===== src/rtl/pulse_sweep_bist.sv =====
module pulse_sweep_bist #(
  parameter int AW     = 6,
  parameter int CW     = 5,
  parameter int TRIALS = 128,
  parameter int RB_N   = 3,
  parameter int RW     = 3,
  parameter int HW     = 8
) (
  input  logic          clk,
  input  logic          rst_n,
  input  logic          start,
  input  logic [AW-1:0] cfg_addr_lo,
  input  logic [AW-1:0] cfg_addr_hi,
  input  logic [2:0]    cfg_pat,
  input  logic [CW-1:0] cfg_code_lo,
  input  logic [CW-1:0] cfg_code_hi,
  input  logic          cfg_init,
  input  logic [HW-1:0] cfg_hold,
  input  logic [RW-1:0] cfg_reps,
  input  logic [HW-1:0] cfg_gap,
  output logic          done,
  output logic          acc_req,
  output logic          acc_we,
  output logic          acc_wdata,
  output logic [AW-1:0] acc_addr,
  output logic [CW-1:0] acc_code,
  input  logic          acc_ack,
  input  logic          acc_rdata,
  output logic          res_valid,
  input  logic          res_ready,
  output logic [AW-1:0] res_addr,
  output logic [2:0]    res_pat,
  output logic [CW-1:0] res_code,
  output logic [1:0]    res_status
);
  localparam int TCW = $clog2(TRIALS + 1);
  localparam int RBW = $clog2(RB_N + 1);
  localparam int SW  = (RW > RBW) ? RW : RBW;
  localparam logic [CW-1:0]  CMAX  = '1;
  localparam logic [TCW:0]   TLIM  = (TCW+1)'(TRIALS);
  localparam logic [TCW-1:0] TLAST = TCW'(TRIALS - 1);
  localparam logic [SW-1:0]  RBL   = SW'(RB_N - 1);

  typedef enum logic [2:0] {S_IDLE, S_INIT, S_RB, S_WAIT, S_STRESS, S_OUT, S_DONE} st_t;
  st_t st;

  logic [AW-1:0]  addr, addr_hi;
  logic [CW-1:0]  code, code_lo, code_hi;
  logic [2:0]     pat;
  logic           init, post, sense_ok, hit;
  logic [HW-1:0]  hold, gap, wcnt;
  logic [RW-1:0]  reps;
  logic [TCW-1:0] trial, hits, hits_n;
  logic [SW-1:0]  sub, n_ops;
  logic [1:0]     status;
  logic [TCW:0]   dbl;

  assign n_ops = (pat == 3'd4) ? ((reps == '0) ? SW'(1) : SW'(reps))
               : (pat == 3'd1 || pat == 3'd3) ? SW'(2) : SW'(1);
  wire op_we = (pat == 3'd0) || (pat == 3'd1) || (pat == 3'd3 && sub == '0);
  wire op_wd = (pat == 3'd3) ? init : ~init;

  always_comb begin
    case (pat)
      3'd0, 3'd1: hit = (acc_rdata == ~init);
      3'd5:       hit = sense_ok;
      default:    hit = (acc_rdata != init);
    endcase
  end

  assign hits_n = hits + TCW'(hit);
  assign dbl    = {hits_n, 1'b0};
  wire crossed  = dbl > TLIM;

  assign acc_req   = (st == S_INIT) || (st == S_RB) || (st == S_STRESS);
  assign acc_we    = (st == S_INIT) || (st == S_STRESS && op_we);
  assign acc_wdata = (st == S_INIT) ? init : op_wd;
  assign acc_code  = (st == S_INIT) ? CMAX : (st == S_STRESS) ? code : '0;
  assign acc_addr  = addr;

  assign res_valid  = (st == S_OUT);
  assign res_addr   = addr;
  assign res_pat    = pat;
  assign res_code   = code;
  assign res_status = status;
  assign done       = (st == S_DONE);

  always_ff @(posedge clk) begin
    if (!rst_n) begin
      st <= S_IDLE;
      addr <= '0; addr_hi <= '0; code <= '0; code_lo <= '0; code_hi <= '0;
      pat <= '0; init <= 1'b0; hold <= '0; gap <= '0; reps <= '0;
      trial <= '0; hits <= '0; sub <= '0; wcnt <= '0;
      post <= 1'b0; sense_ok <= 1'b0; status <= '0;
    end else begin
      case (st)
        S_IDLE, S_DONE: if (start) begin
          addr <= cfg_addr_lo; addr_hi <= cfg_addr_hi;
          code <= cfg_code_lo; code_lo <= cfg_code_lo; code_hi <= cfg_code_hi;
          pat <= cfg_pat; init <= cfg_init; hold <= cfg_hold; gap <= cfg_gap; reps <= cfg_reps;
          trial <= '0; hits <= '0;
          st <= S_INIT;
        end
        S_INIT: if (acc_ack) begin
          sub <= '0; post <= 1'b0; st <= S_RB;
        end
        S_RB: if (acc_ack) begin
          if (sub != RBL) begin
            sub <= sub + SW'(1);
          end else if (!post) begin
            sub <= '0;
            if (acc_rdata != init) begin
              status <= 2'd2; st <= S_OUT;
            end else if (hold != '0) begin
              wcnt <= hold; st <= S_WAIT;
            end else begin
              st <= S_STRESS;
            end
          end else if (trial == TLAST) begin
            trial <= '0; hits <= '0;
            if (crossed) begin
              status <= 2'd0; st <= S_OUT;
            end else if (code == code_hi) begin
              status <= 2'd1; st <= S_OUT;
            end else begin
              code <= code + CW'(1); st <= S_INIT;
            end
          end else begin
            trial <= trial + TCW'(1); hits <= hits_n; st <= S_INIT;
          end
        end
        S_WAIT: begin
          wcnt <= wcnt - HW'(1);
          if (wcnt == HW'(1)) st <= S_STRESS;
        end
        S_STRESS: if (acc_ack) begin
          if (sub == '0) sense_ok <= (acc_rdata == init);
          if (sub == n_ops - SW'(1)) begin
            sub <= '0; post <= 1'b1; st <= S_RB;
          end else begin
            sub <= sub + SW'(1);
            if (gap != '0) begin
              wcnt <= gap; st <= S_WAIT;
            end
          end
        end
        S_OUT: if (res_ready) begin
          trial <= '0; hits <= '0;
          if (addr == addr_hi) st <= S_DONE;
          else begin
            addr <= addr + AW'(1); code <= code_lo; st <= S_INIT;
          end
        end
        default: st <= S_IDLE;
      endcase
    end
  end
endmodule


===== config.mk =====
export PLATFORM = sky130hd
export DESIGN_NAME = pulse_sweep_bist
export DESIGN_NICKNAME = d
export VERILOG_FILES = /design/src/rtl/pulse_sweep_bist.sv
export SDC_FILE = /design/constraint.sdc
export NUM_CORES = 1
export LEC_CHECK = 0
export BUFFER_PORTS_ARGS = -buffer_cell sky130_fd_sc_hd__buf_4
export CAP_MARGIN = 25
export CORE_ASPECT_RATIO = 0.75
export CORE_MARGIN = 2
export CORE_UTILIZATION = 51
export DETAILED_ROUTE_END_ITERATION = 8
export PLACE_DENSITY = 0.79
export SLEW_MARGIN = 0
export SYNTH_ARGS = -nofsm -noshare
export SYNTH_HDL_FRONTEND = slang
export SYNTH_SLANG_ARGS = --single-unit

===== constraint.sdc =====
create_clock -name clk -period 2.45 [get_ports clk]
set_input_delay 0.3675 -clock clk [delete_from_list [all_inputs] [get_ports clk]]
set_output_delay 0.3675 -clock clk [all_outputs]
set_load 0.05 [all_outputs]

==> results by group, run 1 <==
GRT
  – Grt ovf: 0
  – GRT Util Overall: 27.4%
  – First-pass GRT wire length: 21,900 um
  – Initial antenna violation count: 0
  – Largest net degree at the start of global routing: 43
  – Vias in the first global route: 4,585

Logic synthesis
  – Mean area per synthesized cell: 7.76 um2
  – Synth async-reset ratio: 0%
  – Cells after synthesis: 602
  – Net Count, Synth: 665
  – Synth warn: 0
  – Register bit total from synthesis: 84
  – Netlist cell types: 64
  – Post-synth EDFFs: 0
  – Seq/Total Area, Yosys: 36.0%
  – Most used DFF post-synth: dfxtp_1
  – Mapped Area: 4670 um2

Placed design
  – Count of input and output buffers: 82
  – GP Congestion: 0.931
  – Placed insts: 792
  – Post-DP HPWL: 9400 um

STA
  – Hold Slack: 0.271 ns
  – Final setup margin: -0.0540 ns
  – Setup Viol. Count Final: 14
  – Crit path time final: 2.50 ns
  – Worst clock skew: 0.00800 ns
  – RSZ-0062 raised after global routing: true
  – Tcrit/Tclk final: 102%
  – Worst Tran Pin Value: 0.710 ns
  – Top achievable clock speed: 399 MHz
  – Worst rel slew slack: 52.7%
  – Final Slew Violations: 0
  – Fin. Hold Viols: 0

Run status
  – Failing checks: setup timing
  – Status: finished, violations left

Worst setup path
  – R2R cell count: 10
  – Req. time, crit path: 2.72 ns
  – Setup CP Type: flop to flop
  – FF-to-FF setup slack: -0.05 ns
  – Crit path launch type: flop
  – Crit path arrival time: 2.77 ns
  – CP Cell Sequence: or3b_4 > o21a_1 > ha_4 > xnor2_2 > xnor2_1 > nor3_2 > a2111o_1 > buf_12 > a21o_1 > a21oi_1
  – Delay-heaviest family, CP: compound AO/OA/AOI/OAI gates
  – Buffers plus inverters on the worst setup path: 1
  – Critical path peak fanout: 11
  – CP Capture Type: flop
  – FF-to-FF Start: res_pat[0]
  – Largest stage delay, worst path: 0.42 ns
  – Worst path slowest cell: or3b_4
  – Reg2reg end: wcnt[5]

Cells and area
  – Layout Cells excl Fill: 810
  – Multi-input gate area: 2940 um2
  – Most frequent cells in the layout: 137 x nand2_1, 116 x buf_4, 80 x dfxtp_1
  – Fraction of layout cells with a size suffix above 1: 25.8%
  – Area Growth Syn to Fin: 30.2%
  – ANT cells: 0
  – Fillers: 724
  – Layout Utilization: 67.8%
  – Most common cell after layout, fill and taps aside: nand2_1
  – Nets: 756
  – FF+latch area: 1690 um2

Power and ir drop
  – Power Dens Cells: 1140 nW/um2
  – Maximum VDD drop: 0.000479 V
  – LEAKAGE: 2.58 nW
  – Total Power: 6.93 mW

Min path
  – Hold path start: cfg_init
  – Hold path cells: 3
  – Hold worst-path end: init
  – Type of the worst min-delay path: input port to flop

Route
  – Total wire length: 13,400 um
  – First-pass DRT Iterations: 5
  – Vias after detailed routing: 4,745
  – Routed WL per cell: 16.5 um
  – Antenna-violating nets left: 0
  – Routed vias/inst: 5.86
  – Drt initial violations: 392
  – DRC violation count after routing: 0

Clock network
  – H-tree Lvls: 3
  – Worst skew pair latency: 0.34 ns
  – Reg clk slew, reported paths: 0.07 ns
  – CTS tree: done
  – Clk sink count: 84
  – Post-CTS Hold Fix Bufs: 0
  – CTS buffer count: 9
  – Clock Tree Root: clkbuf_16
  – Bufs on Longest Clock Path: 2

Floorplan
  – Die Height: 86.9 um
  – Initial core utilization: 52.1%
  – I/O pin count: 83
  – Core ar.: 8970 um2
  – Row cnt: 30
  – Horiz. Die Dim: 114 um
  – Die area: 9950 um2

Run
  – Max Cap Violations: 0
==> per-layer routing <==
metal	up-vias	wire length [um]	global-route usage, %
li1	2301	-	-
met1	2269	5880	34.8
met2	156	6630	46.9
met3	19	641	5.50
met4	0	201	9.31
met5	-	0	0
==> cells in the mapped netlist (5+ instances only) <==
| cell | count | area share [%] |
|---|---|---|
| nand2_1 | 137 | 11 |
| dfxtp_1 | 84 | 36 |
| a21oi_1 | 64 | 6.9 |
| nor2_1 | 43 | 3.5 |
| clkbuf_1 | 28 | 2.3 |
| o21ai_0 | 17 | 1.8 |
| xor2_1 | 17 | 3.2 |
| nand3_1 | 16 | 1.7 |
| mux2i_1 | 14 | 3.0 |
| a22oi_1 | 12 | 1.9 |
| ha_1 | 12 | 3.2 |
| inv_1 | 10 | 0.80 |
| nor3_1 | 10 | 1.1 |
| xnor2_1 | 10 | 1.9 |
| a31oi_1 | 9 | 1.2 |
| a211oi_1 | 8 | 1.3 |
| and2_1 | 8 | 1.1 |
| buf_4 | 8 | 1.3 |
| nor4_1 | 6 | 0.80 |
| nand4_1 | 5 | 0.67 |
| o21a_1 | 5 | 0.80 |
==> registers in the layout (all words and copies together), names as in the netlist, 2 cells and up <==
signal,count
trial,8
acc_addr,6
code_hi,5
res_status,2
hold,8
res_pat,3
addr_hi,6
sub,3
gap,8
code_lo,5
res_code,5
wcnt,8
reps,3
st,3
hits,8
==> layout make-up <==
type | instances | area share [%]
inverter | 11 | 0.679
timing repair buffer | 120 | 15.4
multi-input combinational | 467 | 48.4
tap | 112 | 2.31
clock inverter | 6 | 1.44
clock buffer | 10 | 3.93
sequential | 84 | 27.9
==> how the worst max path moves through the flow <==
stage / from / to / slack (ns) / cells past startpoint
3_5_place_dp: res_pat[0] / st[0] / -0.13 / 10
3_3_place_gp: acc_rdata / res_code[3] / 0.02 / 10
2_1_floorplan: res_pat[2] / wcnt[2] / -0.09 / 10
6_report: res_pat[0] / wcnt[5] / -0.05 / 10
4_1_cts: res_pat[0] / wcnt[0] / -0.07 / 10
5_1_grt: res_pat[0] / wcnt[2] / -0.14 / 10
==> metrics by stage <==
stage               area, um2  setup WS [ns]  setup TNS (ns)
floorplan                4750        -0.0861          -0.605
global placement         5610         0.0211               0
finish                   6080        -0.0540          -0.308
CTS                      5980        -0.0718          -0.313
global route             6080         -0.139           -1.46
detailed placement       5610         -0.135          -0.507
==> cells by family after synthesis <==
group	count (synthesis)	share of synthesized area [%]
xor gates and xnor gates	28	5.41
buffers and inverters	51	4.82
AOI/OAI and AO/OA	157	22.3
DFF	84	36.0
adders and majority gates	12	3.22
muxes	15	3.24
and+or+nand+nor	255	24.9
==> repair_timing <==
| action | 4_1_cts | 5_1_grt |
|---|---|---|
| setup endpoints to repair | 16 | 33 |
| cloned | 0 | 0 |
| buffers inserted | 0 | 2 |
| pin swaps | 4 | 3 |
| endpoints found under the hold margin | 0 | 0 |
| resized for setup | 7 | 17 |
==> power by group <==
part	switching (mW)	internal (mW)	total [mW]
registers	0.313	1.61	1.92
clock network	0.564	0.920	1.48
logic	2.21	1.31	3.52
total	3.08	3.84	6.93
==> worst min-delay path, stage by stage <==
cell and delay (ns):
buf_4 0.11, nand2_1 0.04, a21oi_1 0.05
No activity file was read; power rests on OpenSTA's default activity.
==> inputs of run 2 (changes only) <==
--- a/config.mk
+++ b/config.mk
@@ -9,9 +9,9 @@
 export CAP_MARGIN = 25
 export CORE_ASPECT_RATIO = 0.75
 export CORE_MARGIN = 2
-export CORE_UTILIZATION = 51
+export CORE_UTILIZATION = 30
 export DETAILED_ROUTE_END_ITERATION = 8
-export PLACE_DENSITY = 0.79
+export PLACE_DENSITY = 0.52
 export SLEW_MARGIN = 0
 export SYNTH_ARGS = -nofsm -noshare
 export SYNTH_HDL_FRONTEND = slang
==> run 2 against run 1 <==
  * The run still ends with setup timing left
  * Die area is 67% higher
  * Clock skew hardly changed
  * Via count is 3.1% lower
  * Cell area is 3.3% higher
  * Clock power hardly changed
  * Flip-flop and latch count stayed put
  * Hold slack worse by 0.0026 ns
  * Cell count is 13% higher
  * Global-route usage is 11 points lower
  * Count of clock-buffer cells in the layout is 2 higher
  * Sequential power hardly changed
==> results by group, run 2 (same netlist as run 1, synthesis figures left out) <==
STA
  – Crit path time final: 2.51 ns (+0.00401 ns)
  – Hold Slack: 0.269 ns (-0.00264 ns)
  – Fin. Hold Viols: 0 (unchanged)
  – Worst clock skew: 0.00787 ns (-0.000135 ns)
  – Top achievable clock speed: 399 MHz (-0.16%)
  – RSZ-0062 raised after global routing: true
  – Final Slew Violations: 0 (unchanged)
  – Worst rel slew slack: 62.2% (+9.5 points)
  – Final setup margin: -0.0581 ns (-0.00401 ns)
  – Worst Tran Pin Value: 0.566 ns (-0.143 ns)
  – Setup TNS: -0.201 ns (+0.107 ns)
  – Tcrit/Tclk final: 102% (+0.16 points)
  – Setup Viol. Count Final: 8 (-6)

Placed design
  – Count of input and output buffers: 82 (unchanged)
  – Post-DP HPWL: 10,000 um (+6.8%)
  – Pre-CTS setup slack: -0.121 ns (+0.0137 ns)
  – GP Congestion: 0.859 (-7.8%)

Clock network
  – Reg clk slew, reported paths: 0.06 ns (about the same)
  – H-tree Lvls: 3 (unchanged)
  – Clock Tree Root: clkbuf_16
  – Clk sink count: 84 (unchanged)
  – Bufs on Longest Clock Path: 2 (unchanged)
  – Post-CTS Hold Fix Bufs: 0 (unchanged)
  – CTS buffer count: 9 (unchanged)
  – Worst skew pair latency: 0.34 ns (about the same)
  – CTS tree: done

Power and ir drop
  – Register share of total power: 26.9% (-0.9 points)
  – Sw Ratio: 44.0% (-0.53 points)
  – Total Power: 7.04 mW (+1.7%)
  – Maximum VDD drop: 0.000534 V (+12%)
  – Clock share of power: 21.0% (-0.4 points)
  – Power Dens Cells: 1120 nW/um2 (-1.6%)
  – P_sw: 3.10 mW (+0.45%)
  – Gate power share: 52.1% (+1.3 points)
  – Pint: 3.95 mW (+2.6%)
  – LEAKAGE: 2.62 nW (+1.4%)

Worst setup path
  – Crit path launch type: flop
  – Crit path arrival time: 2.72 ns (-0.05 ns)
  – Req. time, crit path: 2.66 ns (-0.06 ns)
  – FF-to-FF setup slack: -0.06 ns (about the same)
  – Setup CP Type: flop to flop
  – CP Capture Type: flop
  – Critical path peak fanout: 11 (unchanged)

Min path
  – Type of the worst min-delay path: input port to flop

Run status
  – Status: finished, violations left
  – Failing checks: setup timing

Route
  – Total wire length: 13,500 um (+1.0%)
  – Antenna-violating nets left: 0 (unchanged)
  – DRC violation count after routing: 0 (unchanged)
  – First-pass DRT Iterations: 4 (-1)
  – Routed WL per cell: 14.8 um (-10%)
  – Drt initial violations: 249 (-36%)
  – Routed vias/inst: 5.04 (-14%)
  – Vias after detailed routing: 4,597 (-3.1%)

GRT
  – Grt peak-use layer: met2
  – Initial antenna violation count: 0 (unchanged)
  – Met1 GRT Util: 22.7% (-12 points)
  – Grt ovf: 0 (unchanged)
  – Largest net degree at the start of global routing: 35 (-19%)
  – First-pass GRT wire length: 22,100 um (+0.76%)
  – Vias in the first global route: 4,417 (-3.7%)
  – GRT Util Overall: 16.3% (-11 points)
  – M2 GR Usage: 25.7% (-21 points)
  – GR Util met3: 3.62% (-1.9 points)

Floorplan
  – Initial core utilization: 30.7% (-21 points)
  – Row cnt: 39 (+30%)
  – Die area: 16,600 um2 (+67%)
  – Die Height: 112 um (+29%)
  – Core ar.: 15,200 um2 (+70%)
  – I/O pin count: 83 (unchanged)
  – Horiz. Die Dim: 148 um (+29%)

Cells and area
  – Area Growth Syn to Fin: 34.4%
  – Layout Utilization: 41.2% (-27 points)
  – Most common cell after layout, fill and taps aside: nand2_1
  – Most frequent cells in the layout: 137 x nand2_1, 125 x buf_4, 80 x dfxtp_1
  – Fillers: 1,581 (+120%)
  – Nets: 765 (+1.2%)
  – ANT cells: 0 (unchanged)
  – Fraction of layout cells with a size suffix above 1: 26.7% (+0.94 points)

Run
  – Max Cap Violations: 0 (unchanged)
run 2: timing repair:
action	in CTS	in global routing
resized for setup	10	19
pin swaps	6	15
setup endpoints to repair	16	30
buffers inserted	3	2
run 2: path summary, 6_finish.rpt:
check,from,endpoint,depth (start not counted)
max,res_pat[1],wcnt[0],10
max reg2reg,res_pat[1],wcnt[0],10
min,cfg_pat[1],res_pat[1],3
min reg2reg,code_lo[0],code_lo[0],2
run 2: worst max-delay path, cell delays in order (launching register included):
cell and delay (ns):
dfxtp_4 0.35, or3b_4 0.41, o21a_1 0.20, ha_4 0.16, xnor2_2 0.13, xnor2_1 0.19, nor3_2 0.08, a2111o_1 0.46
buf_12 0.17, a211oi_2 0.15, a211oi_1 0.08
run 2: layer usage:
metal  vias up  share of wire [%]
li1       2317                  -
met1      2182                 50
met2        80                 45
met3        18                3.0
met4         0                1.5
met5         -                  0
run 2: layout make-up:
class                      instances  area (um2)  share of cell area (%)
clock buffer                      12         246                    3.93
timing repair buffer             129        1000                    15.9
clock inverter                     4        72.6                    1.16
tap                              205         256                    4.09
inverter                          11        41.3                   0.658
sequential                        84        1690                    27.0
multi-input combinational        467        2970                    47.2
run 2: power groups by stage:
| stage | Clock (mW) | Combinational, mW | Sequential (mW) |
|---|---|---|---|
| floorplan | 0 | 2.08 | 2.17 |
| global placement | 0 | 3.40 | 1.92 |
| detailed placement | 0 | 3.45 | 1.92 |
| CTS | 1.52 | 3.57 | 1.89 |
| global route | 1.55 | 3.97 | 1.94 |
| finish | 1.48 | 3.67 | 1.89 |
run 2: stage by stage:
stage | instances | cell area, um2
after CTS | 910 | 6170
after floorplan | 602 | 4750
after detailed placement | 891 | 5770
after global placement | 891 | 5770
final | 912 | 6280
after global routing | 912 | 6280
==> inputs of run 3 (changes only) <==
--- a/config.mk
+++ b/config.mk
@@ -16,3 +16,4 @@
 export SYNTH_ARGS = -nofsm -noshare
 export SYNTH_HDL_FRONTEND = slang
 export SYNTH_SLANG_ARGS = --single-unit
+export TNS_END_PERCENT = 20
==> run 3 against run 2 <==
  * The run still ends with setup timing left
  * Count of clock-buffer cells in the layout unchanged
  * Flip-flop and latch count unchanged
  * Die area stayed put
  * Combinational power shrank 3%
  * Via count decreased by 0.22%
  * Total power decreased by 0.96%
==> results by group, run 3 (same netlist as run 1, synthesis figures left out) <==
Floorplan
  – Row cnt: 39 (unchanged)
  – I/O pin count: 83 (unchanged)
  – Die area: 16,600 um2 (unchanged)
  – Die Height: 112 um (unchanged)
  – Horiz. Die Dim: 148 um (unchanged)
  – Core ar.: 15,200 um2 (unchanged)
  – Initial core utilization: 30.7% (unchanged)

STA
  – Worst clock skew: 0.00692 ns (-0.000946 ns)
  – RSZ-0062 raised after global routing: true
  – Fin. Hold Viols: 0 (unchanged)
  – Top achievable clock speed: 393 MHz (-1.4%)
  – Final Slew Violations: 0 (unchanged)
  – Worst rel slew slack: 54.0% (-8.2 points)
  – Setup TNS: -0.582 ns (-0.381 ns)
  – Setup Viol. Count Final: 8 (unchanged)
  – Worst Tran Pin Value: 0.690 ns (+0.124 ns)
  – Crit path time final: 2.54 ns (+0.0353 ns)
  – Final setup margin: -0.0933 ns (-0.0353 ns)
  – Tcrit/Tclk final: 104% (+1.4 points)
  – Hold Slack: 0.250 ns (-0.0187 ns)

Cells and area
  – Most frequent cells in the layout: 137 x nand2_1, 129 x buf_4, 79 x dfxtp_1
  – Area Growth Syn to Fin: 34.0%
  – Fraction of layout cells with a size suffix above 1: 25.7% (-0.99 points)
  – Fillers: 1,587 (+0.38%)
  – Nets: 769 (+0.52%)
  – Layout Cells excl Fill: 916 (+0.44%)
  – Most common cell after layout, fill and taps aside: nand2_1
  – Layout Utilization: 41.1% (-0.12 points)
  – Fin area: 6260 um2 (-0.30%)
  – ANT cells: 0 (unchanged)

Placed design
  – Count of input and output buffers: 82 (unchanged)
  – Pre-CTS setup slack: -0.210 ns (-0.0888 ns)
  – Area after DPL: 5810 um2 (+0.61%)
  – GP Congestion: 0.840 (-2.2%)
  – Post-DP HPWL: 9990 um (-0.47%)
  – Placed insts: 897 (+0.67%)

Worst setup path
  – Req. time, crit path: 2.67 ns (about the same)
  – Critical path peak fanout: 11 (unchanged)
  – Setup CP Type: flop to flop
  – Crit path arrival time: 2.76 ns (+0.04 ns)
  – CP Capture Type: flop
  – Crit path launch type: flop

Clock network
  – Clk sink count: 84 (unchanged)
  – H-tree Lvls: 3 (unchanged)
  – CTS buffer count: 9 (unchanged)
  – Reg clk slew, reported paths: 0.07 ns (about the same)
  – CTS tree: done
  – Bufs on Longest Clock Path: 2 (unchanged)
  – Clock Tree Root: clkbuf_16
  – Worst skew pair latency: 0.35 ns (about the same)

Run
  – Max Cap Violations: 0 (unchanged)

GRT
  – First-pass GRT wire length: 22,400 um (+1.4%)
  – Met1 GRT Util: 23.1% (+0.34 points)
  – Largest net degree at the start of global routing: 40 (+14%)
  – Initial antenna violation count: 0 (unchanged)
  – GR Util met3: 4.96% (+1.3 points)
  – GRT Util Overall: 16.8% (+0.48 points)
  – M2 GR Usage: 25.3% (-0.37 points)
  – Vias in the first global route: 4,540 (+2.8%)
  – Grt peak-use layer: met2
  – Grt ovf: 0 (unchanged)

Route
  – Total wire length: 13,600 um (+1.0%)
  – Drt initial violations: 186 (-25%)
  – Routed WL per cell: 14.9 um (+0.59%)
  – DRC violation count after routing: 0 (unchanged)
  – Routed vias/inst: 5.01 (-0.65%)
  – Vias after detailed routing: 4,587 (-0.22%)
  – First-pass DRT Iterations: 5 (+1)
  – Antenna-violating nets left: 0 (unchanged)

Min path
  – Type of the worst min-delay path: input port to flop

Run status
  – Failing checks: setup timing
  – Status: finished, violations left

Power and ir drop
  – Total Power: 6.98 mW (-0.96%)
  – Maximum VDD drop: 0.000582 V (+8.9%)
  – Power Dens Cells: 1110 nW/um2 (-0.66%)
  – LEAKAGE: 2.63 nW (+0.68%)
-- run 3: layer usage --
metal  wire [um]  share of wire, %  vias to the layer above
met5           0                 0                        -
met4         194               1.4                        0
met3         676               5.0                       13
met2        6070                45                       96
met1        6690                49                     2151
li1            -                 -                     2327
-- run 3: power breakdown --
group / total [mW] / switching [mW] / internal [mW]
sequential: 1.86 / 0.251 / 1.61
clock: 1.54 / 0.579 / 0.963
combinational: 3.57 / 2.24 / 1.33
total: 6.98 / 3.07 / 3.91
-- run 3: area by class of cell --
class	count	area, um2	share of cell area [%]
Multi-Input combinational cell	467	2900	46.3
Inverter	11	41.3	0.660
Tap cell	205	256	4.10
Sequential cell	84	1700	27.1
Clock buffer	12	258	4.12
Clock inverter	4	77.6	1.24
Timing Repair Buffer	133	1030	16.5
-- run 3: critical path: stages (launching register included) --
cell	delay, ns
dfxtp_4	0.34
or3b_4	0.40
o21a_1	0.18
ha_1	0.29
xor2_1	0.18
o311ai_2	0.13
nor3_2	0.26
a2111o_1	0.24
buf_12	0.15
mux2i_1	0.20
nor2_1	0.05
-- run 3: repair_timing --
item,in CTS,in global routing
setup buffers,1,2
setup endpoints to repair,30,43
hold buffers,0,0
resized for setup,8,10
pin swaps,6,12
-- run 3: worst paths after layout --
| path | start | to | slack [ns] | cells past startpoint |
|---|---|---|---|---|
| setup reg to reg | res_pat[0] | wcnt[2] | -0.09 | 10 |
| hold / removal | cfg_pat[2] | res_pat[2] | 0.25 | 3 |
| setup / recovery | res_pat[0] | wcnt[2] | -0.09 | 10 |
| hold reg to reg | code_lo[1] | code_lo[1] | 0.46 | 2 |
